[src/rtl/wpol_select.sv]
module wpol_select #(
  parameter int LINES = 64,
  parameter int CW    = 4,
  localparam int IW   = $clog2(LINES)
) (
  input  logic                 clk,
  input  logic                 rst_n,
  input  logic [1:0]           mode,
  input  logic signed [CW-1:0] thr,
  input  logic                 fill_vld,
  input  logic [IW-1:0]        fill_idx,
  input  logic                 snp_vld,
  input  logic [IW-1:0]        snp_idx,
  input  logic                 wdone_vld,
  input  logic [IW-1:0]        wdone_idx,
  input  logic                 wreq_vld,
  input  logic [IW-1:0]        wreq_idx,
  input  logic [1:0]           wreq_st,
  output logic                 upd
);

  localparam logic signed [CW-1:0] CMAX = {1'b0, {(CW-1){1'b1}}};
  localparam logic signed [CW-1:0] CMIN = {1'b1, {(CW-1){1'b0}}};
  localparam logic [1:0] M_INV = 2'b00, M_UPD = 2'b01, M_THR = 2'b10, M_OWN = 2'b11;
  localparam logic [1:0] ST_O = 2'b10, ST_ME = 2'b11;

  logic signed [CW-1:0] cnt [LINES];

  for (genvar i = 0; i < LINES; i++) begin : g_line
    wire fl = fill_vld  && fill_idx  == IW'(i);
    wire up = snp_vld   && snp_idx   == IW'(i);
    wire dn = wdone_vld && wdone_idx == IW'(i);

    always_ff @(posedge clk) begin
      if (!rst_n || fl)                cnt[i] <= '0;
      else if (up && !dn && cnt[i] != CMAX) cnt[i] <= cnt[i] + 1'b1;
      else if (dn && !up && cnt[i] != CMIN) cnt[i] <= cnt[i] - 1'b1;
    end

    a_r2_fill_clears: assert property (@(posedge clk) disable iff (!rst_n)
      fl |=> cnt[i] == '0);
    a_r3_snoop_inc: assert property (@(posedge clk) disable iff (!rst_n)
      (up && !dn && !fl && cnt[i] != CMAX) |=> cnt[i] == $past(cnt[i]) + 1'b1);
    a_r4_write_dec: assert property (@(posedge clk) disable iff (!rst_n)
      (dn && !up && !fl && cnt[i] != CMIN) |=> cnt[i] == $past(cnt[i]) - 1'b1);
    a_r5_no_wrap: assert property (@(posedge clk) disable iff (!rst_n)
      (!fl && ((cnt[i] == CMAX && up) || (cnt[i] == CMIN && dn))) |=> $stable(cnt[i]));
    a_r6_collide_hold: assert property (@(posedge clk) disable iff (!rst_n)
      (up && dn && !fl) |=> $stable(cnt[i]));
  end

  logic pick;
  always_comb begin
    unique case (mode)
      M_INV:   pick = 1'b0;
      M_UPD:   pick = 1'b1;
      M_THR:   pick = cnt[wreq_idx] >= thr;
      default: pick = wreq_st == ST_O;
    endcase
  end

  assign upd = wreq_vld && wreq_st != ST_ME && pick;

  a_r7_inv_only: assert property (@(posedge clk) disable iff (!rst_n)
    mode == M_INV |-> !upd);
  a_r8_upd_only: assert property (@(posedge clk) disable iff (!rst_n)
    (mode == M_UPD && wreq_vld && wreq_st != ST_ME) |-> upd);
  a_r9_owned_rule: assert property (@(posedge clk) disable iff (!rst_n)
    (mode == M_OWN && wreq_vld) |-> upd == (wreq_st == ST_O));
  a_r12_quiet: assert property (@(posedge clk) disable iff (!rst_n)
    (!wreq_vld || wreq_st == ST_ME) |-> !upd);

endmodule

[config.mk]
export PLATFORM = sky130hd
export DESIGN_NAME = wpol_select
export DESIGN_NICKNAME = d
export VERILOG_FILES = /design/src/rtl/wpol_select.sv
export SDC_FILE = /design/constraint.sdc
export NUM_CORES = 1
export LEC_CHECK = 0
export ABC_AREA = 1
export BUFFER_PORTS_ARGS = -buffer_cell sky130_fd_sc_hd__buf_2
export CAP_MARGIN = 0
export CELL_PAD_IN_SITES_DETAIL_PLACEMENT = 1
export CELL_PAD_IN_SITES_GLOBAL_PLACEMENT = 1
export CORE_MARGIN = 2
export CORE_UTILIZATION = 48
export DETAILED_ROUTE_END_ITERATION = 8
export PLACE_DENSITY = 0.81
export SETUP_SLACK_MARGIN = 0.15
export SLEW_MARGIN = 20
export SYNTH_ARGS = -nofsm -noshare
export SYNTH_HDL_FRONTEND = slang
export SYNTH_SLANG_ARGS = --single-unit
[constraint.sdc]
create_clock -name clk -period 2.3 [get_ports clk]
set_clock_uncertainty 0.05 [all_clocks]
set_input_delay 0 -clock clk [delete_from_list [all_inputs] [get_ports clk]]
set_output_delay 0 -clock clk [all_outputs]
set_load 0.005 [all_outputs]
==> results.txt, run 1 <==
The flow ran to the end, but the final reports show violations. The checks that failed: setup timing. The worst setup path is captured at an output port. In this run the mean area of a mapped cell was 7.15 sq um.

The number of cell rows came out at 79. The post-place setup slack came out at -162 ps. In this run the power spent charging and discharging nets is 4.29 mW. The worst supply voltage drop on vdd came out at ~0.45 mV.

Of the available clock period, the critical path in the final layout requires 124%. Combinational logic is responsible for about a fifth of the overall power. The flip-flop count of the largest register, all copies and words added is roughly 260. Power spread over the standard cell area amounts to between 400 and 500 mW/mm^2. The cell area after placement is around 0.026 sq mm. Yosys attributes the largest share of cell area to sky130_fd_sc_hd__edfxtp_1 34%, sky130_fd_sc_hd__nand3_1 10%, sky130_fd_sc_hd__nand2_1 9.6%, sky130_fd_sc_hd__inv_1 7.5%, sky130_fd_sc_hd__ha_1 7.4%. The cell sitting at the root of the clock tree is a sky130_fd_sc_hd__clkbuf_16. The initial core utilization is between 40% and 50%.

The register with the most flip-flops is cnt. Sequential cells burn between 40% and 50% of the power. The number of antenna-violating nets in the routed design came out at 0. The count of endpoints failing hold in the final timing report was 0. The cell count after synthesis is 3127. The hold path depth is 5. The count of unique library cells instantiated by Yosys is 48.

The cell area after technology mapping is around 0.022 sq mm. The number of clock sinks came out at 256. The floorplan step defined a core boundary enclosing ~0.046 sq mm. The count of nets after finishing came out at 3694. The detailed router finished its first iteration with ~2000 violations.

The worst hold path begins at snp_idx[5]. The number of pins with negative max-slew slack in the final report came out at 0. The top-level I/O count came out at 39. The residual DRC count is 0.

The analysis attributes to cell leakage a power of between 10 and 15 nW. The critical path data required time is approximately 2300 ps. Entering global routing, the biggest net connects 49 pins.

For hold timing, the worst endpoint is cnt[46][0]$_DFFE_PP_. The final global-route overflow total is 0. The worst relative slew slack came out at roughly 40%.

The number of nets in the synthesized netlist came out at 3298. Of the cells placed in the final design, the portion with a size suffix greater than 1 is around 18%. The launching element type of the critical path is a flip-flop. TritonCTS built the clock tree. Setup violations remaining at the end of the flow were counted as 1. Of the total power, the clock network draws between 30% and 40%. The maximum net fanout on the critical path came out at 2.

The total half-perimeter wirelength after legalization and detailed placement came out at 70100 um. In the global route stage, overall resource usage came out at ~37%. The max capacitance violation total came out at 0.

The slack of the worst reg-to-reg path is about 200 ps. The internal power of the cells totals between 9 and 10 mW. The total power came out at roughly 14 mW. Counting flops and latches in the post-synthesis netlist gives about 260. The transition at the pin with the smallest max-transition slack came out at a little under 900 ps. The part of the Yosys area used for sequential elements is 34.4%. The arrival time at the worst endpoint came out at about 2800 ps. The count of yosys warnings during synthesis came out at 0. After layout, the worst setup slack is -550 ps. The switching power as a share of total power is 31.4%. The number of H-tree branching levels is 2. The library cell used most frequently in the layout, excluding fill and tap cells, is sky130_fd_sc_hd__nand2_1. The min-delay analysis places its worst path in the category input port to flip-flop.

Adding up every negative setup slack in the final design gives -550 ps. The worst register-to-register path begins at cnt[2][0]$_DFFE_PP_. In the final layout, the registers with the most flip-flops are cnt: 256 flops. Clock latency on the worst-skew pair, taken at its later pin, is between 500 and 600 ps.

The global placement routability congestion came out at about 1. The critical path in this run is classified as flip-flop to output port. In the layout the commonest cells are 556 x sky130_fd_sc_hd__nand2_1, 435 x sky130_fd_sc_hd__inv_1, 428 x sky130_fd_sc_hd__nand3_1.

After synthesis, the share of flip-flops with an asynchronous set or reset is 0%. The initial antenna violation count came to 4. The overall die width is 220 um. After detailed routing, the number of vias per cell comes to between 5 and 6. In this run the deepest clock path goes through 3 buffers. The final critical path time including I/O delays and setup is about 2800 ps.

The maximum clock frequency is approximately 350 MHz. The share of the synthesized area in the top cell type came out at between 30% and 40%. TritonCTS created 35 clock buffers. The routed wirelength normalized by instance count came out at 22.0 um.

The pre-antenna-repair detailed-routing pass consisted of 8 iterations. The capture point of the worst reg-to-reg path is cnt[2][1]$_DFFE_PP_. Counting cells, the worst reg-to-reg path comes to 10.

The number of flops mapped to enable cells by yosys is between 200 and 300. The die covers around 0.048 sq mm. The area growth from synthesis to layout is 23.0%. The via total after detailed routing came out at ~25000. The first global-routing pass estimated between 100000 and 150000 um of wire. The height of the chip came out at around 220 um. The clock edge transition at the registers on the reported setup and hold paths is ~60 ps. The number of global-route vias before repair came to between 20000 and 25000.

The most used flip-flop cell after synthesis is sky130_fd_sc_hd__edfxtp_1. The count of buffers added on input and output ports is 38. The routed design has 91600 um of wire. For this design, the CTS-stage hold fixing added 0 buffers. Setup repair after global routing could not meet its margin everywhere.

The finished cells cover approximately 0.028 sq mm. Summed over all instances, the cell type with the most area after synthesis is sky130_fd_sc_hd__edfxtp_1.
## critical path, cell delays in order (launching register included)
cell and delay [ps]:
sky130_fd_sc_hd__edfxtp_1 420, sky130_fd_sc_hd__a21oi_2 140, sky130_fd_sc_hd__o21ai_1 90, sky130_fd_sc_hd__nand3_1 160, sky130_fd_sc_hd__nand2_2 100, sky130_fd_sc_hd__nand2_1 70
sky130_fd_sc_hd__nand3_1 80, sky130_fd_sc_hd__nand3_1 90, sky130_fd_sc_hd__nand2_1 60, sky130_fd_sc_hd__ha_1 270, sky130_fd_sc_hd__a21boi_1 150, sky130_fd_sc_hd__o21ai_1 80
sky130_fd_sc_hd__nand2_1 70, sky130_fd_sc_hd__a21oi_2 50, sky130_fd_sc_hd__buf_4 140, sky130_fd_sc_hd__a211oi_2 130, sky130_fd_sc_hd__buf_2 140
## layout make-up
cell class	instances	area [sq um]
clock buffers	43	948
flip-flops and latches	256	7690
diodes	5	12.5
clock inverters	17	86.3
multi-input cells	2338	13000
inverters	455	1710
fillers	5958	18700
well taps	607	759
repair buffers	437	3360
## cell usage after synthesis, types with 7 or more instances
cell and count:
sky130_fd_sc_hd__nand2_1 574, sky130_fd_sc_hd__nand3_1 455, sky130_fd_sc_hd__inv_1 445, sky130_fd_sc_hd__nor2_1 382, sky130_fd_sc_hd__edfxtp_1 256, sky130_fd_sc_hd__a21oi_1 174
sky130_fd_sc_hd__o21ai_0 172, sky130_fd_sc_hd__ha_1 132, sky130_fd_sc_hd__xor2_1 124, sky130_fd_sc_hd__o22ai_1 59, sky130_fd_sc_hd__clkbuf_1 47, sky130_fd_sc_hd__xnor2_1 43
sky130_fd_sc_hd__or2_2 34, sky130_fd_sc_hd__nor3_1 31, sky130_fd_sc_hd__nand3b_1 23, sky130_fd_sc_hd__buf_2 21, sky130_fd_sc_hd__nand4_1 16, sky130_fd_sc_hd__o21ai_1 16
sky130_fd_sc_hd__o31ai_1 13, sky130_fd_sc_hd__a31oi_1 11, sky130_fd_sc_hd__nor2_2 10, sky130_fd_sc_hd__nor3_2 10, sky130_fd_sc_hd__inv_2 9, sky130_fd_sc_hd__a211oi_1 8
sky130_fd_sc_hd__nand3_2 7, sky130_fd_sc_hd__o211ai_1 7
## cells by family after synthesis
kind of cell               Yosys count  synth area share, %
muxes                                5                0.224
adders and majority gates          133                 7.47
and+or+nand+nor                   1557                 30.7
buffers and inverters              533                 9.14
AOI/OAI and AO/OA                  476                 11.6
xor gates and xnor gates           167                 6.54
DFF                                256                 34.4
## layer usage
metal / part of all wire [%] / wire length, um / track usage (%)
met2: 47 / 42800 / 62.0
met5: 0.029 / 27 / 0
met4: 5.5 / 5070 / 18.4
met1: 40 / 37000 / 46.6
met3: 7.4 / 6810 / 5.05
## per-stage QoR
| step | utilization (%) | hold WS, ps | std cells |
|---|---|---|---|
| after floorplan | - | 6.17 | 3127 |
| after global placement | 56.1 | 258 | 4066 |
| after detailed placement | 56.1 | 261 | 4066 |
| after CTS | 58.4 | 58.9 | 4127 |
| after global routing | 59.5 | 112 | 4155 |
| final | 59.5 | 84.2 | 4158 |
## worst max path at each step
stage                                     endpoint  slack (ps)  depth (start not counted)                     start
after floorplan           cnt[32][3]$_SDFFCE_PN0P_         400                         10  cnt[32][1]$_SDFFCE_PN0P_
after global placement                         upd        -160                         21               wreq_idx[0]
after detailed placement                       upd        -160                         21               wreq_idx[0]
after CTS                                      upd        -570                         16      cnt[47][1]$_DFFE_PP_
after global routing                           upd        -680                         16      cnt[53][1]$_DFFE_PP_
final                                          upd        -550                         16      cnt[53][1]$_DFFE_PP_
## power by group through the flow
| stage | clock network (mW) | logic (mW) | registers, mW |
|---|---|---|---|
| after floorplan | 0 | 1.41 | 5.67 |
| after global placement | 0 | 2.56 | 5.63 |
| after global routing | 5.37 | 3.14 | 5.57 |
| after detailed placement | 0 | 2.71 | 5.64 |
| final | 5.23 | 2.90 | 5.55 |
| after CTS | 5.25 | 2.76 | 5.54 |
## what timing repair did
| item | CTS | global route |
|---|---|---|
| setup buffers | 1 | 26 |
| resized for setup | 14 | 93 |
| pin swaps | 3 | 31 |
| setup endpoints to repair | 11 | 11 |
(Power assumes the default switching activity.)
==> run 2: changes to the inputs <==
- BUFFER_PORTS_ARGS: -buffer_cell sky130_fd_sc_hd__buf_2 -> -buffer_cell sky130_fd_sc_hd__clkbuf_2
==> results.txt, run 2 (synthesis results as in run 1) <==
The flow ran to the end, but the final reports show violations. The checks that failed: setup timing. The wire length of the first global-routing pass came to 139000 um (+0.94%).

The number of buffers created by CTS is 35 (unchanged). CTS placed an instance of sky130_fd_sc_hd__clkbuf_16 at the clock tree root. The first-pass iteration count of the detailed router was 5 (-3). The final global-route overflow total is 0 (unchanged).

The residual DRC count came to 0 (unchanged). The final cell count without fillers was 4132 (-0.63%). The number of H-tree branching levels is 2 (unchanged). The insertion delay to the later sink of the worst-skew pair is 570 ps (about the same). The register cell area after layout is 0.00769 sq mm (unchanged).

The die footprint came out at 0.0483 sq mm (unchanged). The number of clock sinks is 256 (unchanged). The post-place setup slack is -222 ps (-59.9 ps).

The number of global-route vias before repair came out at 24900 (-0.088%). The initial core utilization is 48.3% (unchanged). The worst relative slew slack came out at 50.6% (+10 points).

Leaving out fill and tap cells, the most frequent cell in the layout is sky130_fd_sc_hd__nand2_1. The filler cell count in the final layout came to 6007 (+0.82%). The final count of negative-setup-slack endpoints came out at 1 (unchanged). The total instance count after detailed placement came out at 4062 (-0.098%). The count of nets after finishing is 3672 (-0.60%).

The maximum single-stage delay on the critical path came out at 420 ps (about the same). The flip-flop count of the largest register, all copies and words added is 256 (unchanged). The transition at the pin with the smallest max-transition slack came to 729 ps (-163 ps).

The initial antenna violation count came out at 2 (-2). The end-of-flow core utilization came out at 58.7% (-0.77 points). The number of pins with negative max-slew slack in the final report was 0 (unchanged).

TritonCTS built the clock tree. The total core area came out at 0.0463 sq mm (unchanged). The post-layout worst setup margin came out at -645 ps (-95.0 ps). The deepest clock path buffer count came out at 3 (unchanged).

The min-delay analysis places its worst path in the category input port to flip-flop. The mean number of vias per cell came out at 5.85 (-0.87%). The violation count after the first detailed-route iteration came to 2140 (+7.5%). The height of the chip is 220 um (unchanged).

The clock edge transition at the registers on the reported setup and hold paths came out at 60 ps (about the same). The global placement routability congestion came out at 0.973 (-2.5%). The worst supply voltage drop on vdd is 0.445 mV (-1.2%). The count of endpoints failing hold in the final timing report was 0 (unchanged). In the final layout, the registers with the most flip-flops are cnt: 256 flops. The number of cell rows is 79 (unchanged). More flip-flops sit in one register than any other, and that register is cnt. In the layout the commonest cells are 566 x sky130_fd_sc_hd__nand2_1, 446 x sky130_fd_sc_hd__nand3_1, 443 x sky130_fd_sc_hd__inv_1. The critical path data required time came out at 2250 ps (about the same). Setup repair after global routing could not meet its margin everywhere. Walking the worst path, the cells encountered are a21oi_2, o21ai_1, nand3_1, nand2_2, nand2_1, nand3_1, nand3_2, nand2_1, ha_1, a21boi_2, o21ai_1, buf_4, nand2_1, a21oi_1, a211oi_1, buf_2.

The overall die width is 220 um (unchanged). The cell repeated most along the worst path is sky130_fd_sc_hd__nand2_1. Among all stages on the critical path, the largest delay is contributed by sky130_fd_sc_hd__edfxtp_1.

The total half-perimeter wirelength after legalization and detailed placement is 70800 um (+0.94%). The power density of the placed cells is 502 mW/mm^2 (+0.94%). The number of buffers added to fix hold violations after cts is 0 (unchanged). The maximum net fanout on the critical path is 2 (unchanged). The via total after detailed routing came out at 24200 (-1.5%). The number of buffer cells added on primary ports came to 38 (unchanged).

The max capacitance violation total came out at 0 (unchanged). The total global routing track utilization was 37.2% (+0.24 points). The launching element type of the critical path is a flip-flop.

The static leakage came out at 12.2 nW (-1.2%). The maximum clock frequency is 340 MHz (-3.2%). The top-level I/O count came out at 39 (unchanged). The final critical path time including I/O delays and setup is 2940 ps (+95.0 ps). The share of final-layout standard cells stronger than drive strength 1 was 15.9% (-2.1 points). The critical path is of the flip-flop to output port type.

The arrival time at the worst endpoint is 2890 ps (+90 ps). The final sum of negative setup slack came out at -645 ps (-95.0 ps). The largest net degree at the start of global routing came out at 58 (+18%). The area of the multi-input gates was 0.0128 sq mm (-1.4%). The number of antenna-violating nets in the routed design came out at 0 (unchanged). The layout-stage area growth over the synthesis result came out at 21.4%. The routed wirelength normalized by instance count is 22.0 um (-0.36%).

The final clock period utilization by the worst path came to 128% (+4.1 points). STA classifies the critical path endpoint as an output port. The routed wire length is 90700 um (-0.98%).
run 2: worst max-delay path: cells and delay by family (launching register included):
family / cells / cell delay [ps]
compound gates: 6 / 710
fa+ha+maj: 1 / 270
buf+inv: 2 / 300
flops: 1 / 420
simple gates: 7 / 640
run 2: metrics by stage:
stage | hold slack (ps) | total power [mW] | instance area [sq um]
floorplan | 6.17 | 7.08 | 22400
global placement | 206 | 8.19 | 25900
detailed placement | 206 | 8.35 | 25900
CTS | 54.3 | 13.5 | 27000
global route | 118 | 14.0 | 27200
finish | 112 | 13.6 | 27200
run 2: final cells by class:
class                      instances  share of cell area, %
sequential                       256                   28.3
multi-input combinational       2338                   47.0
tap                              607                   2.80
clock inverter                    13                  0.217
inverter                         455                   6.29
timing repair buffer             415                   11.8
antenna                            2                 0.0184
clock buffer                      46                   3.53
run 2: metal layers:
metal	GRT usage (%)	wire length, um	vias to the layer above
li1	-	-	11200
met1	46.0	35900	11800
met2	62.5	42500	940
met3	7.85	7930	240
met4	16.2	4480	0
met5	0	0	-
run 2: final timing paths:
kind	start	slack (ps)	end	cells after the start
max reg2reg	cnt[32][0]$_SDFFCE_PN0P_	160	cnt[32][2]$_SDFFCE_PN0P_	9
min	rst_n	110	cnt[41][2]$_DFFE_PP_	4
max	cnt[1][1]$_DFFE_PP_	-640	upd	16
min reg2reg	cnt[5][0]$_DFFE_PP_	630	cnt[5][0]$_DFFE_PP_	2
run 2: where the power goes:
| part | switching, mW | internal [mW] | total (mW) | leakage, nW |
|---|---|---|---|---|
| logic | 1.78 | 1.06 | 2.84 | 9.06 |
| registers | 0.182 | 5.38 | 5.56 | 2.65 |
| clock network | 2.31 | 2.92 | 5.23 | 0.490 |
run 2: what timing repair did:
action	4_1_cts	5_1_grt
hold endpoints to repair	0	0
buffers inserted	4	5
endpoints found under the setup margin	7	14
gates resized for setup	18	27
pin swaps	9	7
